--- config.mk ---
export PLATFORM = sky130hd
export DESIGN_NAME = pchg_detect_top
export DESIGN_NICKNAME = d
export VERILOG_FILES = /design/src/rtl/pchg_pkg.sv /design/src/rtl/pchg_sync.sv /design/src/rtl/pchg_snapshot.sv /design/src/rtl/pchg_flag.sv /design/src/rtl/pchg_detect_top.sv
export SDC_FILE = /design/constraint.sdc
export NUM_CORES = 1
export LEC_CHECK = 0
export BUFFER_PORTS_ARGS = -buffer_cell sky130_fd_sc_hd__buf_2
export CORE_MARGIN = 3
export CORE_UTILIZATION = 49
export CTS_BUF_LIST = sky130_fd_sc_hd__clkbuf_2
export CTS_CLUSTER_SIZE = 16
export DETAILED_ROUTE_END_ITERATION = 10
export GPL_ROUTABILITY_DRIVEN = 1
export HOLD_SLACK_MARGIN = 0.1
export PLACE_DENSITY = 0.78
export SLEW_MARGIN = 30
export SYNTH_ARGS = -nofsm -noshare
export SYNTH_HDL_FRONTEND = slang
export SYNTH_SLANG_ARGS = --single-unit
--- constraint.sdc ---
create_clock -name clk -period 2.1 [get_ports clk]
set_input_delay 0.105 -clock clk [delete_from_list [all_inputs] [get_ports clk]]
set_output_delay 0.105 -clock clk [all_outputs]
set_load 0.05 [all_outputs]
--- src/rtl/pchg_pkg.sv ---
package pchg_pkg;
  typedef struct packed {
    logic chg;
    logic glb;
  } pchg_en_t;
endpackage

--- src/rtl/pchg_sync.sv ---
module pchg_sync #(
  parameter int W      = 8,
  parameter int STAGES = 2
) (
  input  logic         clk,
  input  logic         rst_n,
  input  logic [W-1:0] d_i,
  output logic [W-1:0] q_o
);
  logic [STAGES-1:0][W-1:0] chain_q;

  generate
    for (genvar s = 0; s < STAGES; s++) begin : g_stage
      always_ff @(posedge clk or negedge rst_n) begin
        if (!rst_n) chain_q[s] <= '0;
        else if (s == 0) chain_q[s] <= d_i;
        else chain_q[s] <= chain_q[(s == 0) ? 0 : s-1];
      end
    end
  endgenerate

  assign q_o = chain_q[STAGES-1];
endmodule

--- src/rtl/pchg_snapshot.sv ---
module pchg_snapshot #(
  parameter int WATCH_W = 4
) (
  input  logic               clk,
  input  logic               rst_n,
  input  logic [WATCH_W-1:0] sync_i,
  input  logic [WATCH_W-1:0] dir_i,
  input  logic               rd_i,
  output logic               mismatch_o
);
  logic [WATCH_W-1:0] copy_q, copy_d;
  logic [WATCH_W-1:0] dir_q;
  logic [WATCH_W-1:0] load;

  always_comb begin
    load   = {WATCH_W{rd_i}} | (dir_i & ~dir_q);
    copy_d = (copy_q & ~load) | (sync_i & load);
  end

  always_ff @(posedge clk or negedge rst_n) begin
    if (!rst_n) begin
      copy_q <= '0;
      dir_q  <= '0;
    end else begin
      copy_q <= copy_d;
      dir_q  <= dir_i;
    end
  end

  assign mismatch_o = |((sync_i ^ copy_q) & dir_q);

  a_r5_read_loads_copy: assert property (@(posedge clk) disable iff (!rst_n)
    rd_i |=> (copy_q == $past(sync_i)));

  generate
    for (genvar k = 0; k < WATCH_W; k++) begin : g_dirchk
      a_r9_dir_rise_loads: assert property (@(posedge clk) disable iff (!rst_n)
        (dir_i[k] && !dir_q[k]) |=> (copy_q[k] == $past(sync_i[k])));
    end
  endgenerate
endmodule

--- src/rtl/pchg_flag.sv ---
module pchg_flag
  import pchg_pkg::*;
(
  input  logic clk,
  input  logic rst_n,
  input  logic mismatch_i,
  input  logic clr_i,
  input  logic en_we_i,
  input  logic chg_en_i,
  input  logic glb_en_i,
  output logic flag_o,
  output logic irq_o
);
  logic     flag_q, flag_d;
  pchg_en_t en_q, en_d;

  always_comb begin
    flag_d = clr_i ? 1'b0 : (flag_q | mismatch_i);
    en_d   = en_q;
    if (en_we_i) begin
      en_d.chg = chg_en_i;
      en_d.glb = glb_en_i;
    end
  end

  always_ff @(posedge clk or negedge rst_n) begin
    if (!rst_n) begin
      flag_q <= 1'b0;
      en_q   <= '0;
    end else begin
      flag_q <= flag_d;
      en_q   <= en_d;
    end
  end

  assign flag_o = flag_q;
  assign irq_o  = flag_q & en_q.chg & en_q.glb;

  a_r6_clear_wins: assert property (@(posedge clk) disable iff (!rst_n)
    clr_i |=> !flag_q);
  a_r6_sticky: assert property (@(posedge clk) disable iff (!rst_n)
    (flag_q && !clr_i) |=> flag_q);
  a_r2_set_cause: assert property (@(posedge clk) disable iff (!rst_n)
    $rose(flag_q) |-> $past(mismatch_i));
endmodule

--- src/rtl/pchg_detect_top.sv ---
module pchg_detect_top #(
  parameter int PORT_W      = 8,
  parameter int WATCH_LO    = 4,
  parameter int SYNC_STAGES = 2,
  localparam int WATCH_W    = PORT_W - WATCH_LO
) (
  input  logic               clk,
  input  logic               rst_n,
  input  logic [PORT_W-1:0]  pin_i,
  input  logic [WATCH_W-1:0] dir_i,
  input  logic               port_rd_i,
  output logic [PORT_W-1:0]  port_data_o,
  input  logic               flag_clr_i,
  input  logic               en_we_i,
  input  logic               chg_en_i,
  input  logic               glb_en_i,
  output logic               chg_flag_o,
  output logic               irq_o
);
  logic [1:0]        rst_q;
  logic              rst_n_s;
  logic [PORT_W-1:0] pin_sync;
  logic              mismatch;

  always_ff @(posedge clk or negedge rst_n) begin
    if (!rst_n) rst_q <= 2'b00;
    else        rst_q <= {rst_q[0], 1'b1};
  end
  assign rst_n_s = rst_q[1];

  pchg_sync #(.W(PORT_W), .STAGES(SYNC_STAGES)) u_sync (
    .clk   (clk),
    .rst_n (rst_n_s),
    .d_i   (pin_i),
    .q_o   (pin_sync)
  );

  pchg_snapshot #(.WATCH_W(WATCH_W)) u_snap (
    .clk        (clk),
    .rst_n      (rst_n_s),
    .sync_i     (pin_sync[PORT_W-1:WATCH_LO]),
    .dir_i      (dir_i),
    .rd_i       (port_rd_i),
    .mismatch_o (mismatch)
  );

  pchg_flag u_flag (
    .clk        (clk),
    .rst_n      (rst_n_s),
    .mismatch_i (mismatch),
    .clr_i      (flag_clr_i),
    .en_we_i    (en_we_i),
    .chg_en_i   (chg_en_i),
    .glb_en_i   (glb_en_i),
    .flag_o     (chg_flag_o),
    .irq_o      (irq_o)
  );

  assign port_data_o = pin_sync;

  a_r8_irq_needs_flag: assert property (@(posedge clk) disable iff (!rst_n_s)
    irq_o |-> chg_flag_o);
  a_r1_quiet_after_reset: assert property (@(posedge clk) disable iff (!rst_n)
    $rose(rst_n_s) |-> (!chg_flag_o && !irq_o));
endmodule

==> Word level (Yosys, flattened, before mapping) <==
Cells that the tools add are included.
{ "word_totals": {"out_inout_bits": 10, "elab_cells": 22, "reg_bits": 29} }
{ "classes": {"muxes": 1, "n_reduce_logical": 1, "bitwise_logic": 12} }
{ "op_table": {"columns": ["operator", "count"], "rows": [
  ["$and A4 B4 Y4", 4],
  ["$not A4 Y4", 2],
  ["$or A4 B4 Y4", 2],
  ["$reduce_or A4 Y1", 1],
  ["$xor A4 B4 Y4", 1],
  ["$and A1 B1 Y1", 2],
  ["$mux W1", 1],
  ["$or A1 B1 Y1", 1]
]} }

==> Logic depth before layout (Yosys ltp) <==
Gate-level depths: netlist of the first run.
{ "depth": {"ltp_word": 6, "ltp_mapped": 3, "mapped_depth_nobuf": 3} }

==> Cells and area by module <==
A second synthesis of the first run with hierarchy kept.
{ "unflattened": {"hier_cells": 60, "hier_area_um2": 959.7} }
{ "by_module_without_submodules": {"columns": ["module", "area_each_um2", "cells_per_inst", "n_inst", "seq_area_each_um2"], "rows": [
  ["pchg_sync", 460.4, 24, 1, 400.4],
  ["pchg_snapshot", 331.6, 26, 1, 200.2],
  ["pchg_flag", 113.9, 7, 1, 75.1],
  ["pchg_detect_top", 53.8, 3, 1, 50.0]
]} }

==> Least setup slack after synthesis of the first run <==
Ideal clock, no wire load.
{ "synth_timing": {"path_type": "register to output", "start": "reg u_flag.flag_q, in the netlist u_flag.flag_o", "end": "out irq_o", "path_buffers": 0, "path_slack_ns": 0.835, "stages_incl_launch_ff": 2, "t_arrival_ns": 1.160, "required_time_ns": 1.995, "path_cell_list": "dfrtp_1 -> and3_1"} }
{ "synth_via": {"elab_chain_len": 2} }
{ "synth_lines": {"columns": ["item", "line_no", "rtl"], "rows": [
  ["start, declared", "pchg_flag.sv:14", "logic flag_q, flag_d;"],
  ["start signal, assigned", "pchg_flag.sv:31", "flag_q <= flag_d;"],
  ["$and A1 B1 Y1 (2 in a row)", "pchg_flag.sv:37", "assign irq_o = flag_q & en_q.chg & en_q.glb;"],
  ["end, declared", "pchg_detect_top.sv:18", "output logic irq_o"]
]} }
Every way passes these cells.

==> results of run 1 <==
==> per-stage QoR <==
stage | setup slack, ns | total power (W) | area (sq um) | cells
after floorplan | 0.8346 | 0.0007061 | 953.4 | 60
after global routing | 0.7250 | 0.001056 | 1296 | 132
after global placement | 1.017 | 0.0007322 | 1072 | 106
after CTS | 0.7927 | 0.001010 | 1296 | 132
final | 0.7731 | 0.0009975 | 1296 | 132
after detailed placement | 0.9940 | 0.0007376 | 1072 | 106
==> layout make-up <==
class / count / area, sq um
Timing Repair Buffer: 48 / 337.8
Sequential cell: 29 / 725.7
Fill cell: 126 / 486.7
Inverter: 4 / 15.01
Clock buffer: 6 / 30.03
Clock inverter: 1 / 3.754
Multi-Input combinational cell: 19 / 152.6
Tap cell: 25 / 31.28
==> synth_stat cells <==
library cell,n,share of area
dfrtp_1,29,0.76
buf_4,8,0.063
a21oi_1,6,0.031
mux2_2,5,0.059
inv_1,4,0.016
xor2_1,4,0.037
a222oi_1,1,0.010
and3_1,1,0.0066
conb_1,1,0.0039
mux2_1,1,0.012
==> kinds of logic after synthesis <==
group / after synthesis
DFF: 29
AOI/OAI and AO/OA: 7
xor gates and xnor gates: 4
other: 1
buffers and inverters: 12
muxes: 6
and+or+nand+nor: 1
==> worst paths after layout <==
path,startpoint,slack (ns),cells past startpoint,endpoint
worst min register to register,rst_q[1]$_DFF_PN0_,0.21,1,u_flag.flag_o$_DFF_PN0_
max in group asynchronous,rst_n,1.39,3,rst_q[1]$_DFF_PN0_
worst min-delay path,port_rd_i,0.15,3,register
worst max register to register,u_flag.en_q[1]$_DFFE_PN0P_,0.77,2,u_flag.en_q[1]$_DFFE_PN0P_
worst max-delay path,u_flag.en_q[1]$_DFFE_PN0P_,0.77,2,u_flag.en_q[1]$_DFFE_PN0P_
min in group asynchronous,rst_q[1]$_DFF_PN0_,0.21,1,u_flag.flag_o$_DFF_PN0_
==> critical path, stage by stage, from the launching register on <==
cell           delay [ns]
dfrtp_1              0.40
mux2_2               0.27
dlygate4sd3_1        0.56
==> repair_timing <==
| action | CTS | global route |
|---|---|---|
| hold buffers | 19 | 0 |
| hold endpoints to repair | 17 | 0 |
| resized for setup | 0 | 0 |
| setup endpoints to repair | 0 | 0 |
==> metal layers <==
metal | wire (um) | vias up | track usage
met4 | 63 | 0 | 0.09677
met1 | 568 | 285 | 0.1518
li1 | - | 279 | -
met5 | 0 | - | 0
met2 | 921 | 21 | 0.2630
met3 | 96 | 10 | 0.09063
==> power groups by stage <==
stage,Sequential [W],Clock [W],Combinational [W]
CTS,0.000610,0.000254,0.000146
global placement,0.000619,0,0.000113
finish,0.000611,0.000239,0.000147
floorplan,0.000632,0,0.0000741
global route,0.000616,0.000282,0.000158
detailed placement,0.000622,0,0.000116
==> metrics.txt, run 1 <==
run status finished, final reports clean; Setup crit end kind register; Die Wd approximately 50 um; nets@finish about 130; # IOs 29; DR vias approximately 600; Max Clock Skew about 0.015 ns; fin crit share 0.6319; Syn-to-layout area delta 35.96%; post-synthesis adder-cell area fraction 0; P_sw between 0.0002 and 0.0003 W; Compound-Gate Fraction of Synth Area 0.04199; Leak between 0.6 and 0.7 nW; synthesized cell area 953.4 sq um; mux cell area share after synthesis 0.07087; initial antenna violation count 0; GRT overflow 0; Total Wirelength roughly 1600 um; post-DP HPWL roughly 1000 um; Core Util, Final 0.7270; Die ar. 2511 sq um; final setup vio count 0; worst-skew pair later-pin latency between 0.3 and 0.4 ns; initial core utilization 0.5347; xor-xnor portion of the synthesized cell area 0.03675; Power Density roughly 770 nW/um^2; vias in the first global route 630; Mean Syn Cell Area approximately 16 sq um; leading cell type in the layout, fill and taps excluded dfrtp_1; fmax ~750 MHz; hold slack 0.1478 ns; sequential area share after synthesis 0.7612; Max VDD drop 0.0004283 V; diode count 0; Via density 4.508; CTS buffer count 5; clk root buf clkbuf_2; largest net degree at the start of global routing 28; min cycle time layout roughly 1.3 ns; Arrival @ worst endpoint between 1.5 and 2 ns; Clock Tree Buf Depth 2; first-pass GRT wire length between 2000 and 3000 um; Clock Power Share 0.240; detailed-route DRC error count 0; combinational power share 0.148; sequential share of power 0.613; gr usage total 0.1600; sw frac 0.2610; main combinational cell family by area after synthesis buffers and inverters; CTS H-tree lvls 2; CTS tree built; Ys Warns 0; GP Congestion 0.7177; Setup TNS 0 ns; crit path max fanout 2; Synth Area in Simple Gates 0.006562; syn nets 79; antenna-violating nets left 0; maxcap violations 0; fin. max-slew vios 0; initial drt markers 5; port bufs 28; layout cell share with drive strength beyond 1 0.3738; Unique masters post-synth 10; wire per inst approximately 12 um; TritonRoute pass-1 iters 4; commonest cells after routing, fill and taps aside dfrtp_1, buf_2, dlygate4sd3_1; Core Region roughly 1800 sq um; WP data required roughly 2.3 ns; FF+latch count, synth 29; Final Hold Fails 0; # Post-CTS Setup Buffers 0; Hold Crit Class in2reg; kind of critical path reg2reg; RSZ-0062 raised after global routing false; CTS clk-pin slew, worst paths roughly 0.13 ns; # rows 15; Syn Inst Count 60; Sink Count 29; Pint 0.0007372 W; Worst setup SP type register; DIE HEIGHT approximately 50 um
(Power assumes the default switching activity.)
==> inputs of run 2 (changes only) <==
- clock period: 2.1 -> 1.4 ns (I/O delays scaled with it)
==> run 2 against run 1 <==
Flip-flop and latch count is the same. Total power increased by 54%. Sequential share of layout area fell by 0.80 points. Sequential power grew 51%. Clock skew increased by 0.0085 ns. Fmax decreased by 0.48%. Critical path type unchanged. Largest cell class unchanged.
==> metrics.txt, run 2 (synthesis results as in run 1) <==
TritonRoute pass-1 iters 4 (unchanged); CTS tree built; fmax 750.0 MHz (-0.48%); largest net degree at the start of global routing 19 (-32%); Syn-to-layout area delta 37.93%; maxcap violations 0 (unchanged); initial core utilization 0.5347 (unchanged); vias in the first global route 623 (-1.1%); CTS clk-pin slew, worst paths 0.16 ns (+0.03 ns); min cycle time layout 1.333 ns (+0.006359 ns); Via density 4.316 (-4.3%); Max Clock Skew 0.02326 ns (+0.008525 ns); detailed-route DRC error count 0 (unchanged); # Post-CTS Setup Buffers 0 (unchanged); GP Congestion 0.7259 (+1.1%); GRT overflow 0 (unchanged); gr usage total 0.1591 (-0.0008538); post-DP HPWL 1075 um (+5.1%); # rows 15 (unchanged); # IOs 29 (unchanged); Total Wirelength 1611 um (-2.3%); initial antenna violation count 0 (unchanged); Setup crit end kind register; initial drt markers 8 (+3); commonest cells after routing, fill and taps aside dfrtp_1, buf_2, dlygate4sd3_1; Post-CTS Resized 0 (unchanged); first-pass GRT wire length 2711 um (-1.3%); Worst setup SP type register; Final Hold Fails 0 (unchanged); RSZ-0062 raised after global routing false; Leak 0.6549 nW (+1.7%); largest delay contributor family on the critical path buffers and inverters; nets@finish 126 (unchanged); FILL cells 117 (-7.1%); Setup TNS 0 ns (unchanged); Power Density 1168 nW/um^2 (+52%); worst-skew pair later-pin latency 0.35 ns (about the same); CTS H-tree lvls 2 (unchanged); Max VDD drop 0.0008024 V (+87%); diode count 0 (unchanged); WP data required 1.65 ns (-0.69 ns); port bufs 28 (unchanged); hold slack 0.1303 ns (-0.01742 ns); critical-path cell list mux2_2 > dlygate4sd3_1; fin. max-slew vios 0 (unchanged); Clock Tree Buf Depth 2 (unchanged); layout cell share with drive strength beyond 1 0.3889 (+0.01506); antenna-violating nets left 0 (unchanged); clk root buf clkbuf_2; DR vias 574 (-3.5%); worst path bufs/invs 1 (unchanged); final setup vio count 0 (unchanged); Sink Count 29 (unchanged); kind of critical path reg2reg; Arrival @ worst endpoint 1.58 ns (about the same); run status finished, final reports clean; Die ar. 2511 sq um (unchanged); leading cell type in the layout, fill and taps excluded dfrtp_1; Core Region 1783 sq um (unchanged); fin crit share 0.9523 (+0.3205); DIE HEIGHT 50.11 um (unchanged); Die Wd 50.11 um (unchanged); wire per inst 12.11 um (-3.0%); crit path max fanout 2 (unchanged); Slowest cell on crit path dlygate4sd3_1; critical path's largest stage delay 0.57 ns (about the same); Hold Crit Class in2reg; CTS buffer count 5 (unchanged)
-- run 2: cell types whose count changed in the layout (fill, tap and decap cells not counted) --
| cell | delta |
|---|---|
| buf_4 | -1 |
| clkinv_1 | -1 |
| clkinv_2 | +2 |
| buf_12 | +1 |
-- run 2: worst paths after layout --
kind	startpoint	to	slack (ns)	cells past startpoint
worst max-delay path	u_flag.en_q[0]$_DFFE_PN0P_	u_flag.en_q[0]$_DFFE_PN0P_	0.07	2
worst min-delay path	port_rd_i	register	0.13	3
worst max register to register	u_flag.en_q[0]$_DFFE_PN0P_	u_flag.en_q[0]$_DFFE_PN0P_	0.07	2
worst min register to register	rst_q[1]$_DFF_PN0_	u_sync.chain_q[2]$_DFF_PN0_	0.17	0
max in group asynchronous	rst_n	rst_q[0]$_DFF_PN0_	0.71	3
min in group asynchronous	rst_q[1]$_DFF_PN0_	u_sync.chain_q[2]$_DFF_PN0_	0.17	0
-- run 2: repair_timing --
action | CTS | global route
hold buffers | 19 | 0
hold endpoints to repair | 20 | 0
setup endpoints to repair | 0 | 0
-- run 2: metrics by stage --
step | instances | utilization | total power, W | setup WS [ns] | cell area (sq um)
5_1_grt | 133 | 0.7375 | 0.001619 | 0.02982 | 1315
4_1_cts | 133 | 0.7375 | 0.001548 | 0.07882 | 1315
2_1_floorplan | 60 | - | 0.001059 | 0.1696 | 953.4
3_5_place_dp | 106 | 0.6084 | 0.001111 | 0.2638 | 1085
6_report | 133 | 0.7375 | 0.001536 | 0.06674 | 1315
3_3_place_gp | 106 | 0.6084 | 0.001103 | 0.3144 | 1085
-- run 2: report_power, final --
| group | switching [W] | internal [W] | total (W) | leakage (nW) |
|---|---|---|---|---|
| combinational | 0.000113 | 0.000103 | 0.000217 | 0.284 |
| sequential | 0.0000316 | 0.000890 | 0.000921 | 0.339 |
| clock | 0.000273 | 0.000126 | 0.000398 | 0.0327 |
-- run 2: worst min-delay path: stages --
cell,delay [ns]
buf_2,0.12
a21oi_1,0.06
mux2_1,0.19
-- run 2: final cells by class --
cell class / count / area [sq um] / share of cell area
Sequential cell: 29 / 725.7 / 0.5519
Tap cell: 25 / 31.28 / 0.02379
Inverter: 4 / 15.01 / 0.01142
Timing Repair Buffer: 48 / 350.3 / 0.2664
Multi-Input combinational cell: 19 / 152.6 / 0.1161
Clock buffer: 6 / 30.03 / 0.02284
Clock inverter: 2 / 10.01 / 0.007612
-- run 2: per-layer routing --
layer,track usage,part of all wire
met1,0.1653,0.39
met4,0.08295,0.0087
met5,0,0
met3,0.07251,0.046
met2,0.2652,0.56
